File: config.mk
export PLATFORM = sky130hd
export DESIGN_NAME = pkt_fifo_flags
export DESIGN_NICKNAME = d
export VERILOG_FILES = /design/src/rtl/pkt_fifo_flags.sv
export SDC_FILE = /design/constraint.sdc
export NUM_CORES = 1
export LEC_CHECK = 0
export BUFFER_PORTS_ARGS = -buffer_cell sky130_fd_sc_hd__buf_2
export CELL_PAD_IN_SITES_DETAIL_PLACEMENT = 0
export CELL_PAD_IN_SITES_GLOBAL_PLACEMENT = 1
export CORE_ASPECT_RATIO = 1.1
export CORE_MARGIN = 2
export CORE_UTILIZATION = 55
export DETAILED_ROUTE_END_ITERATION = 12
export PLACE_DENSITY_LB_ADDON = 0.1
export SLEW_MARGIN = 20
export SYNTH_ARGS = -nofsm -noshare
export SYNTH_HDL_FRONTEND = slang
export SYNTH_SLANG_ARGS = --single-unit
File: constraint.sdc
create_clock -name clk -period 8.3 [get_ports clk]
set_clock_uncertainty 0.05 [all_clocks]
set_input_delay 1.245 -clock clk [delete_from_list [all_inputs] [get_ports clk]]
set_output_delay 1.245 -clock clk [all_outputs]
set_load 0.1 [all_outputs]
File: src/rtl/pkt_fifo_flags.sv
module pkt_fifo_flags #(
  parameter int DW          = 8,
  parameter int DEPTH       = 32,
  parameter int HDR_DEFAULT = 14
) (
  input  logic                         clk,
  input  logic                         rst_n,
  input  logic                         cfg_we,
  input  logic [1:0]                   cfg_addr,
  input  logic [$clog2(DEPTH):0]       cfg_wdata,
  input  logic                         tx_wr,
  input  logic [DW-1:0]                tx_wdata,
  input  logic                         tx_weop,
  output logic                         txrdy,
  input  logic                         mac_tx_rd,
  output logic [DW-1:0]                mac_tx_data,
  output logic                         mac_tx_eop,
  output logic                         mac_tx_valid,
  input  logic                         mac_tx_err,
  input  logic                         tx_stat_rd,
  output logic                         tx_stat_err,
  input  logic                         mac_rx_wr,
  input  logic [DW-1:0]                mac_rx_data,
  input  logic                         mac_rx_eop,
  input  logic                         mac_rx_bad,
  input  logic                         rx_rd,
  output logic [DW-1:0]                rx_rdata,
  output logic                         rx_reop,
  output logic                         rx_valid,
  output logic                         rxrdy,
  output logic                         rxfail,
  input  logic                         rx_stat_rd
);
  localparam int AW = $clog2(DEPTH);
  localparam int CW = AW + 1;
  localparam int LW = CW + 8;
  localparam logic [CW-1:0] FULL = CW'(DEPTH);

  logic [CW-1:0] tx_thr, rx_thr, hdr_len;
  logic          hdr_en;

  always_ff @(posedge clk) begin
    if (!rst_n) begin
      tx_thr  <= CW'(DEPTH / 2);
      rx_thr  <= CW'(DEPTH / 2);
      hdr_len <= CW'(HDR_DEFAULT);
      hdr_en  <= 1'b0;
    end else if (cfg_we) begin
      case (cfg_addr)
        2'd0: tx_thr  <= cfg_wdata;
        2'd1: rx_thr  <= cfg_wdata;
        2'd2: hdr_len <= cfg_wdata;
        default: hdr_en <= cfg_wdata[0];
      endcase
    end
  end

  // transmit FIFO
  logic [DW:0]   tx_mem [DEPTH];
  logic [CW-1:0] tx_wp, tx_rp, tx_lvl;
  logic          tx_push, tx_pop, tx_err;

  assign tx_lvl  = tx_wp - tx_rp;
  assign tx_push = tx_wr && (tx_lvl != FULL);
  assign tx_pop  = mac_tx_rd && (tx_lvl != '0);

  always_ff @(posedge clk)
    if (tx_push) tx_mem[tx_wp[AW-1:0]] <= {tx_weop, tx_wdata};

  always_ff @(posedge clk) begin
    if (!rst_n) begin
      tx_wp  <= '0;
      tx_rp  <= '0;
      tx_err <= 1'b0;
    end else begin
      if (tx_push) tx_wp <= tx_wp + 1'b1;
      if (tx_pop)  tx_rp <= tx_rp + 1'b1;
      if (mac_tx_err)      tx_err <= 1'b1;
      else if (tx_stat_rd) tx_err <= 1'b0;
    end
  end

  assign {mac_tx_eop, mac_tx_data} = tx_mem[tx_rp[AW-1:0]];
  assign mac_tx_valid = (tx_lvl != '0);
  assign tx_stat_err  = tx_err;
  assign txrdy        = !tx_err && ((FULL - tx_lvl) >= tx_thr);

  // receive FIFO
  logic [DW:0]   rx_mem [DEPTH];
  logic [CW-1:0] rx_wp, rx_rp, rx_lvl, rx_lvl_ap, rx_drop, rx_pkts;
  logic [LW-1:0] cur_len;
  logic          cur_ovf, rx_full, rx_discard, rx_push, rx_pop, rx_fail_q;
  logic          head_eop, pkt_in, pkt_out, hdr_hit;

  assign rx_lvl     = rx_wp - rx_rp;
  assign rx_full    = (rx_lvl == FULL);
  assign rx_discard = mac_rx_wr && (mac_rx_bad || (mac_rx_eop && (cur_ovf || rx_full)));
  assign rx_push    = mac_rx_wr && !rx_discard && !rx_full;
  assign rx_pop     = rx_rd && (rx_lvl != '0);
  assign head_eop   = rx_mem[rx_rp[AW-1:0]][DW];
  assign pkt_in     = rx_push && mac_rx_eop;
  assign pkt_out    = rx_pop && head_eop;
  assign rx_lvl_ap  = rx_lvl - {{AW{1'b0}}, rx_pop};
  assign rx_drop    = (cur_len >= {{(LW-CW){1'b0}}, rx_lvl_ap}) ? rx_lvl_ap : cur_len[CW-1:0];
  assign hdr_hit    = hdr_en && (cur_len >= {{(LW-CW){1'b0}}, hdr_len});

  always_ff @(posedge clk)
    if (rx_push) rx_mem[rx_wp[AW-1:0]] <= {mac_rx_eop, mac_rx_data};

  always_ff @(posedge clk) begin
    if (!rst_n) begin
      rx_wp     <= '0;
      rx_rp     <= '0;
      rx_pkts   <= '0;
      cur_len   <= '0;
      cur_ovf   <= 1'b0;
      rx_fail_q <= 1'b0;
    end else begin
      if (rx_discard)   rx_wp <= rx_wp - rx_drop;
      else if (rx_push) rx_wp <= rx_wp + 1'b1;
      if (rx_pop) rx_rp <= rx_rp + 1'b1;
      rx_pkts <= rx_pkts + {{AW{1'b0}}, pkt_in} - {{AW{1'b0}}, pkt_out};
      if (rx_discard || pkt_in)        cur_len <= '0;
      else if (rx_push && cur_len != '1) cur_len <= cur_len + 1'b1;
      if (mac_rx_wr && (mac_rx_eop || mac_rx_bad)) cur_ovf <= 1'b0;
      else if (mac_rx_wr && rx_full)               cur_ovf <= 1'b1;
      if (rx_discard)      rx_fail_q <= 1'b1;
      else if (rx_stat_rd) rx_fail_q <= 1'b0;
    end
  end

  assign {rx_reop, rx_rdata} = rx_mem[rx_rp[AW-1:0]];
  assign rx_valid = (rx_lvl != '0);
  assign rxfail   = rx_fail_q;
  assign rxrdy    = (rx_lvl >= rx_thr) || (rx_pkts != '0) || hdr_hit || rx_fail_q;

  assert_tx_no_overflow_R9: assert property (@(posedge clk) disable iff (!rst_n)
    tx_lvl <= FULL);
  assert_rx_no_overflow_R9: assert property (@(posedge clk) disable iff (!rst_n)
    rx_lvl <= FULL);
  assert_pkts_fit_R6: assert property (@(posedge clk) disable iff (!rst_n)
    rx_pkts <= rx_lvl);
  assert_err_blocks_R3: assert property (@(posedge clk) disable iff (!rst_n)
    tx_stat_err |-> !txrdy);
  assert_err_holds_R3: assert property (@(posedge clk) disable iff (!rst_n)
    (tx_err && !tx_stat_rd) |=> tx_err);
  assert_fail_ready_R8: assert property (@(posedge clk) disable iff (!rst_n)
    rxfail |-> rxrdy);
  assert_fail_holds_R8: assert property (@(posedge clk) disable iff (!rst_n)
    (rxfail && !rx_stat_rd) |=> rxfail);
endmodule

==> results.yml, run 1 <==
status:
  status: "complete, no violations"
critical_path:
  reg2reg_slack_ps: 2170
  timing.rr.start: "rx_wp[0]"
  timing.rr.end: "rx_wp[5]"
  critPathMaxStageDelay_ps: 420
  cp_slowest_cell: "fa_1"
  cp-start-kind: "register"
  cp.arrival_ps: 6600
  path_class: "register to register"
  crit_path_max_fanout: 10
  worst_setup_path_end_kind: "register"
  required_ps: 8770
  reg2regPathDepth: 29
synth:
  synth_top_area_share: 0.641
  synth_ff_type: "edfxtp_1"
  netlist_top_cells_count: "edfxtp_1, mux4_2, nor2_1"
  synth_top_family_by_area: "multiplexers"
  synth-adder-area-share: 0.0294
  synth.most_common_cell: "edfxtp_1"
  synth-compound-area-share: 0.0238
  ys_types: 68
  yosysTopAreaCell: "edfxtp_1"
  syn-instance-count: 1465
  synth_area_sq_um: 27000
  ys_seq_area_frac: 0.697
  yosysWarningCount: 0
  synth_enable_flop_cells: 576
  yosys.area_share.simple: 0.0525
  synth_mux_area_frac: 0.165
  syn_avg_cell_area_sq_um: 18.4
  async_flop_share: 0
  syn_nets: 1563
  ys_ff_latch: 652
  synth_xor_area_frac: 0.0139
  synth_area_leaders: "edfxtp_1, mux4_2, dfxtp_1"
clock_network:
  cts_buffers: 66
  cts_tree: "built"
  cts_resized: 0
  clk_pin_slew_ps: 60
  cts_hold_buf: 0
  postCtsSetupBuffers: 0
  clock_sinks: 652
  root_buffer: "clkbuf_16"
  clk_latency_ps: 590
  cts_htree_levels: 3
  cts.path.max_buffers: 3
placed_design:
  gp_congestion: 0.770
  placed_area_sq_um: 27900
  portBuffers: 60
  dp_hpwl_mm: 34.0
  dp_cells: 2120
cells_and_area:
  area_delta_synth_final_pct: 10.7
  layout-drive-gt1-share: 0.240
  final_area_sq_um: 29900
  fill_cells: 3583
  layout.cells.non_filler: 2232
  diodes: 0
  nNetsFinal: 1634
grt:
  grt.overflow.total: 0
  first_global_vias: 13500
  antenna_found_initial: 0
  grt_usage: 0.220
  grt_start_max_net_pins: 66
  grt_pass1_wl_mm: 83.3
die:
  core_area_sq_um: 48700
  dieWidth_microns: 215
  die_h_microns: 236
  rows: 85
  start_util: 0.554
  fp.dieArea_sq_um: 50900
  io_pins: 61
detailed_routing:
  viasPerCell: 5.88
  drc: 0
  vias: 13100
  wl_per_cell_microns: 23.9
  drtIter0Drc: 1017
  first_pass_iters: 5
  antenna_left: 0
  drt-total-wl_mm: 53.4
sta:
  final-hold-violation-count: 0
  worst_pin_slew_ps: 1050
  rsz0062_at_grt: "false"
  relSlewSlack: 0.297
  min_period_ps: 6130
  fin_hold_ws_ps: 429
  maxSlewViolCount: 0
  finalCritPeriodShare: 0.738
  setup_viol_count_final: 0
  timing.fmax_mhz: 163
  fin_tns_setup_ps: 0
job:
  maxCapViolations: 0
worst_hold_path:
  hold-path-endpoint: "hdr_len[5]"
  hold_start: "hdr_len[5]"
  whs_path_depth: 2
  hold_path.class: "register to register"
power_and_ir_drop:
  power_density_nw_per_um2: 326
  ir_worst_vdd_mv: 0.315
  power.leakage_uw: 0.00977
==> worst max-delay path, delay by kind of cell, from the launching register on <==
kind                       cells  cell delay, ps
AOI/OAI and AO/OA              9            2060
adders and majority gates      5            1430
muxes                          4             850
and+or+nand+nor                7             730
DFF                            1             330
buffers and inverters          3             320
xor gates and xnor gates       1             290
==> metrics by stage <==
step | power, uW | util | worst slack [ps]
2_1_floorplan | 6470 | - | 2780
3_3_place_gp | 7040 | 0.573 | 2310
3_5_place_dp | 7080 | 0.573 | 2160
4_1_cts | 9860 | 0.613 | 2130
5_1_grt | 10200 | 0.614 | 1490
6_report | 9750 | 0.614 | 2170
==> worst max path at each step <==
stage             start  endpoint  slack (ps)  cells past startpoint
3_5_place_dp   rx_wp[0]  rx_wp[5]        2160                     29
2_1_floorplan  rx_wp[0]  rx_wp[5]        2780                     30
6_report       rx_wp[0]  rx_wp[5]        2170                     29
4_1_cts        rx_wp[0]  rx_wp[5]        2130                     29
3_3_place_gp   rx_wp[0]  rx_wp[5]        2310                     28
5_1_grt        rx_wp[0]  rx_wp[5]        1490                     29
==> layout make-up <==
class                           instances  area (sq um)  share of cell area
Inverter                               55           206             0.00691
Multi-Input combinational cell        693          7680               0.257
Sequential cell                       652         18800               0.630
Clock inverter                         31           239             0.00800
Timing Repair Buffer                   68           360              0.0121
Clock buffer                           81          1750              0.0586
Tap cell                              652           816              0.0273
==> cell usage in the layout, fill, tap and decap left out, types with 10 or more instances in the layout <==
cell type,Yosys,routed
xnor2_1,20,20
mux2i_1,18,18
dfxtp_1,76,72
buf_2,18,60
nand2b_1,14,14
xor2_1,19,19
mux4_2,180,180
clkinv_1,1,13
clkbuf_1,35,13
o21ai_0,15,15
inv_1,54,54
or3_1,10,10
nand2_1,40,40
nand3_1,14,14
ha_1,57,57
nor2b_1,13,13
edfxtp_1,576,576
mux2_2,19,19
a21oi_1,37,37
clkbuf_16,0,68
nor2_1,105,105
and3_1,35,35
==> cell families (layout without fill, tap and decap cells) <==
logic type / Yosys count / count (layout)
AOI/OAI and AO/OA: 94 / 94
and+or+nand+nor: 280 / 280
xor gates and xnor gates: 41 / 41
adders and majority gates: 61 / 61
muxes: 217 / 217
buffers and inverters: 120 / 235
DFF: 652 / 652
==> power by group <==
part	internal (uW)	switching, uW
Sequential	3690	174
Clock	1570	1200
Combinational	1240	1880
==> flip-flops by register name (all words and copies together) (netlist names), named ones only <==
| name | flops |
|---|---|
| tx_rp | 6 |
| cur_len | 14 |
| rx_rp | 6 |
| rx_pkts | 6 |
| cur_ovf | 1 |
| tx_mem | 288 |
| tx_thr | 6 |
| hdr_en | 1 |
| rxfail | 1 |
| rx_mem | 288 |
| hdr_len | 6 |
| tx_stat_err | 1 |
| rx_wp | 6 |
| tx_wp | 6 |
| rx_thr | 6 |
==> per-layer routing <==
layer,global-route usage,part of all wire,vias to the layer above,wire length (microns)
li1,-,-,5962,-
met1,0.312,0.44,6799,23600
met2,0.356,0.49,300,26300
met3,0.0337,0.044,61,2350
met4,0.0692,0.020,0,1090
met5,0,0,-,0
No activity file was read; power rests on OpenSTA's default activity.
==> run 2: changes to the inputs <==
--- a/config.mk
+++ b/config.mk
@@ -10,7 +10,7 @@
 export CELL_PAD_IN_SITES_GLOBAL_PLACEMENT = 1
 export CORE_ASPECT_RATIO = 1.1
 export CORE_MARGIN = 2
-export CORE_UTILIZATION = 55
+export CORE_UTILIZATION = 49
 export DETAILED_ROUTE_END_ITERATION = 12
 export PLACE_DENSITY_LB_ADDON = 0.1
 export SLEW_MARGIN = 20
==> constraint.sdc (replaced) <==
create_clock -name clk -period 5.5 [get_ports clk]
set_clock_uncertainty 0.05 [all_clocks]
set_input_delay 0.825 -clock clk [delete_from_list [all_inputs] [get_ports clk]]
set_output_delay 0.825 -clock clk [all_outputs]
set_load 0.1 [all_outputs]
==> run 2 against run 1 <==
Net effect: power grew 60%; critical path type unchanged; critical path depth unchanged; fmax is 18% higher; global-route usage is 1.9 points lower; final cell count up 5.4%; largest power group unchanged; combinational power up 69%; count of clock-buffer cells in the layout increased by 15; register-to-register slack worse by 1900 ps; flip-flop and latch count stayed put.
==> results.yml, run 2 (synthesis gave the netlist of run 1 again) <==
placed_design:
  dp_hpwl_mm: 35.7
  portBuffers: 60
  gp_congestion: 0.756
worst_hold_path:
  hold_start: "mac_tx_err"
  hold_path.class: "primary input to register"
die:
  fp.dieArea_sq_um: 57000
  die_h_microns: 250
  start_util: 0.494
  io_pins: 61
  rows: 90
  core_area_sq_um: 54600
  dieWidth_microns: 228
cells_and_area:
  layout-drive-gt1-share: 0.273
  nNetsFinal: 1666
  layout_common_cells: "edfxtp_1, mux4_2, nor2_1, dfxtp_1, clkbuf_16"
  multi_input_area_sq_um: 7780
  fill_cells: 4265
  final_common_cell: "edfxtp_1"
  area_delta_synth_final_pct: 13.0
  diodes: 0
  utilization: 0.559
  seqCellArea_sq_um: 18800
critical_path:
  crit_path_max_fanout: 4
  required_ps: 5980
  cp.arrival_ps: 5690
  critPathMaxStageDelay_ps: 380
  critPathLaunch: "rx_wp[0]"
  cp_top_family: "adder cells"
  path_class: "register to register"
  timing.critical_path.buf_inv: 4
  timing.rr.start: "rx_wp[0]"
  worst_setup_path_end_kind: "register"
  crit_top_cell: "mux2i_1"
  cp_slowest_cell: "fa_2"
  cp-start-kind: "register"
sta:
  relSlewSlack: 0.238
  maxSlewViolCount: 0
  final-hold-violation-count: 0
  min_period_ps: 5210
  fin_tns_setup_ps: 0
  setup_viol_count_final: 0
  worst_pin_slew_ps: 1140
  finalCritPeriodShare: 0.947
  timing.fmax_mhz: 192
detailed_routing:
  viasPerCell: 5.62
  drt-total-wl_mm: 55.7
  vias: 13200
  antenna_left: 0
  drc: 0
  drtIter0Drc: 1039
  first_pass_iters: 4
  wl_per_cell_microns: 23.7
clock_network:
  cts.path.max_buffers: 3
  root_buffer: "clkbuf_16"
  clock_sinks: 652
  clk_pin_slew_ps: 60
  cts_htree_levels: 3
  cts_buffers: 68
  clk_latency_ps: 600
  cts_tree: "built"
grt:
  grt.overflow.total: 0
  first_global_vias: 13700
  grt_usage: 0.200
  antenna_found_initial: 0
  grt_start_max_net_pins: 73
  grt_pass1_wl_mm: 85.4
power_and_ir_drop:
  power.leakage_uw: 0.0100
  ir_worst_vdd_mv: 0.419
  power_density_nw_per_um2: 511
status:
  status: "complete, no violations"
job:
  maxCapViolations: 0
[run 2: layer usage]
metal  vias to the layer above  track usage  routed length [microns]
li1                       6032            -                        -
met1                      6865        0.283                    25100
met2                       248        0.326                    27200
met3                        83       0.0289                     2210
met4                         0       0.0624                     1250
met5                         -            0                        0
[run 2: cell type report]
class | instances | area share
flip-flops and latches | 652 | 0.617
multi-input cells | 693 | 0.255
clock buffers | 96 | 0.0625
well taps | 736 | 0.0302
repair buffers | 98 | 0.0196
clock inverters | 23 | 0.00906
inverters | 55 | 0.00676
[run 2: final timing paths]
path	end	slack [ps]	depth (start not counted)
setup reg to reg	rx_wp[5]	290	29
setup / recovery	rx_wp[5]	290	29
hold / removal	tx_stat_err	390	3
hold reg to reg	hdr_len[4]	430	2
[run 2: worst register-to-register path: cells and delay by family, from the launching register on]
| family | cells | cell delay [ps] |
|---|---|---|
| compound gates | 6 | 860 |
| xor+xnor | 1 | 210 |
| fa+ha+maj | 5 | 1270 |
| buf+inv | 4 | 390 |
| flops | 1 | 330 |
| mux | 5 | 1070 |
| simple gates | 8 | 990 |
[run 2: per-stage QoR]
| stage | total power [uW] | setup WS, ps | cells | area [sq um] | hold slack, ps |
|---|---|---|---|---|---|
| CTS | 15600 | 0.743 | 2346 | 30400 | 359 |
| global placement | 11000 | 67.3 | 2227 | 28200 | 419 |
| detailed placement | 11000 | -46.5 | 2227 | 28200 | 416 |
| finish | 15600 | 293 | 2353 | 30500 | 391 |
| global route | 16400 | -62.2 | 2353 | 30500 | 406 |
| floorplan | 9770 | 94.7 | 1465 | 27000 | 386 |
[run 2: repair_timing]
| action | CTS | global route |
|---|---|---|
| pin swaps | 0 | 16 |
| buffers inserted | 0 | 7 |
| hold buffers | 0 | 0 |
| cloned | 0 | 0 |
| endpoints found under the setup margin | 1 | 4 |
| gates resized for setup | 2 | 27 |
[run 2: where the power goes]
group	leakage (uW)	switching [uW]	internal, uW
Combinational	0.00315	3090	2170
Sequential	0.00581	251	5580
Clock	0.00108	1840	2670
Total	0.0100	5180	10400
==> run 3: changes to the inputs <==
--- a/config.mk
+++ b/config.mk
@@ -13,6 +13,7 @@
 export CORE_UTILIZATION = 49
 export DETAILED_ROUTE_END_ITERATION = 12
 export PLACE_DENSITY_LB_ADDON = 0.1
+export REMOVE_ABC_BUFFERS = 1
 export SLEW_MARGIN = 20
 export SYNTH_ARGS = -nofsm -noshare
 export SYNTH_HDL_FRONTEND = slang
==> run 3 against run 2 <==
Net effect: final cell count barely moved; fmax is 0.24% higher; wire length down 1.7%; non-clock buffer count shrank 5; register-to-register slack about the same; sequential share of layout area grew 0.13 points; hold slack better by 17 ps; flip-flop and latch count unchanged; critical path type unchanged.
==> results.yml, run 3 (synthesis gave the netlist of run 1 again) <==
cells_and_area:
  area_delta_synth_final_pct: 12.8
  final_common_cell: "edfxtp_1"
  fill_cells: 4281
  final_area_sq_um: 30500
  utilization: 0.558
  multi_input_area_sq_um: 7790
  diodes: 0
  seqCellArea_sq_um: 18800
  layout.cells.non_filler: 2352
  layout_common_cells: "edfxtp_1, mux4_2, nor2_1, dfxtp_1, clkbuf_16"
  nNetsFinal: 1660
  layout-drive-gt1-share: 0.270
critical_path:
  reg2reg_slack_ps: 310
  timing.rr.start: "rx_wp[0]"
  worst_setup_path_end_kind: "register"
  timing.rr.end: "rx_wp[5]"
  cp-start-kind: "register"
  crit_path_max_fanout: 4
  cp_slowest_cell: "fa_2"
  required_ps: 5970
  path_class: "register to register"
  crit_top_cell: "mux2i_1"
  cp.arrival_ps: 5670
  critPathMaxStageDelay_ps: 380
  reg2regPathDepth: 29
clock_network:
  clk_latency_ps: 600
  cts_tree: "built"
  cts.path.max_buffers: 3
  clock_sinks: 652
  cts_buffers: 67
  cts_htree_levels: 3
  cts_hold_buf: 0
  clk_pin_slew_ps: 60
  root_buffer: "clkbuf_16"
detailed_routing:
  viasPerCell: 5.59
  drt-total-wl_mm: 54.8
  vias: 13100
  antenna_left: 0
  wl_per_cell_microns: 23.3
  drtIter0Drc: 835
  first_pass_iters: 5
  drc: 0
sta:
  setup_viol_count_final: 0
  finalCritPeriodShare: 0.944
  final-hold-violation-count: 0
  timing.fmax_mhz: 193
  maxSlewViolCount: 0
  min_period_ps: 5190
  relSlewSlack: 0.293
  worst_pin_slew_ps: 1060
  fin_ws_ps: 306
  fin_hold_ws_ps: 408
die:
  dieWidth_microns: 228
  start_util: 0.494
  fp.dieArea_sq_um: 57000
  die_h_microns: 250
  rows: 90
  core_area_sq_um: 54600
  io_pins: 61
grt:
  grt.overflow.total: 0
  grt_usage: 0.196
  grt_pass1_wl_mm: 83.7
  antenna_found_initial: 0
  grt_start_max_net_pins: 59
  first_global_vias: 13600
placed_design:
  dp_slack_ps: -88.8
  gp_congestion: 0.771
  placed_area_sq_um: 28100
  dp_hpwl_mm: 35.3
  dp_cells: 2220
  portBuffers: 60
power_and_ir_drop:
  ir_worst_vdd_mv: 0.441
  pwr-share-clk: 0.286
  swShare: 0.333
  p_sw_uw: 5140
  power_frac_seq: 0.383
  power_density_nw_per_um2: 507
  power.leakage_uw: 0.00999
  combPwrFrac: 0.331
  p_int_uw: 10300
status:
  status: "complete, no violations"
worst_hold_path:
  hold-path-endpoint: "tx_stat_err"
  hold_start: "mac_tx_err"
  whs_path_depth: 3
  hold_path.class: "primary input to register"
job:
  maxCapViolations: 0
==> run 3: changes by cell type in the layout (fill, tap and decap cells not counted), sizes merged <==
cell and change:
inv -2, clkinvlp +2, bufinv -2, clkinv +13
buf -5, clkbuf -7
==> run 3: cell type report <==
type | count | area share
sequential | 652 | 0.618
timing repair buffer | 93 | 0.0188
multi-input combinational | 693 | 0.256
clock inverter | 34 | 0.00899
tap | 736 | 0.0302
inverter | 55 | 0.00678
clock buffer | 89 | 0.0612
==> run 3: stage by stage <==
| step | TNS [ps] | power (uW) |
|---|---|---|
| 2_1_floorplan | -4090 | 9650 |
| 3_3_place_gp | 0 | 10900 |
| 3_5_place_dp | -88.8 | 10900 |
| 4_1_cts | 0 | 15400 |
| 5_1_grt | -28.6 | 16200 |
| 6_report | 0 | 15400 |
==> run 3: routing by layer <==
layer	wire [microns]	vias up	track usage	part of all wire
li1	-	6016	-	-
met1	23200	6764	0.256	0.42
met2	27900	259	0.333	0.51
met3	2210	101	0.0326	0.040
met4	1560	0	0.0720	0.028
met5	0	-	0	0
==> run 3: worst max path at each step <==
stage / startpoint / end / slack (ps)
3_5_place_dp: rx_wp[0] / rx_wp[5] / -90
3_3_place_gp: rx_wp[0] / rx_wp[5] / 60
6_report: rx_wp[0] / rx_wp[5] / 310
4_1_cts: rx_wp[0] / rx_wp[5] / 20
2_1_floorplan: register / rx_pkts[4] / -880
5_1_grt: rx_wp[0] / rx_wp[5] / -30
==> run 3: critical path: cells and delay by family, from the launching register on <==
family,cells,cell delay (ps)
AOI/OAI and AO/OA,8,1280
xor gates and xnor gates,2,340
adders and majority gates,5,1260
buffers and inverters,5,450
DFF,1,310
muxes,4,870
and+or+nand+nor,5,560
==> run 3: what timing repair did <==
action                     in CTS  in global routing
hold endpoints to repair        0                  0
buffers inserted                1                  8
pin swaps                       0                 13
setup endpoints to repair       1                  4
resized for setup               4                 26
==> run 3: power groups by stage <==
stage          sequential, uW  clock [uW]  combinational [uW]
2_1_floorplan            6050           0                3600
3_3_place_gp             6040           0                4890
3_5_place_dp             6040           0                4900
4_1_cts                  5940        4520                4960
5_1_grt                  5970        4690                5520
6_report                 5920        4410                5120
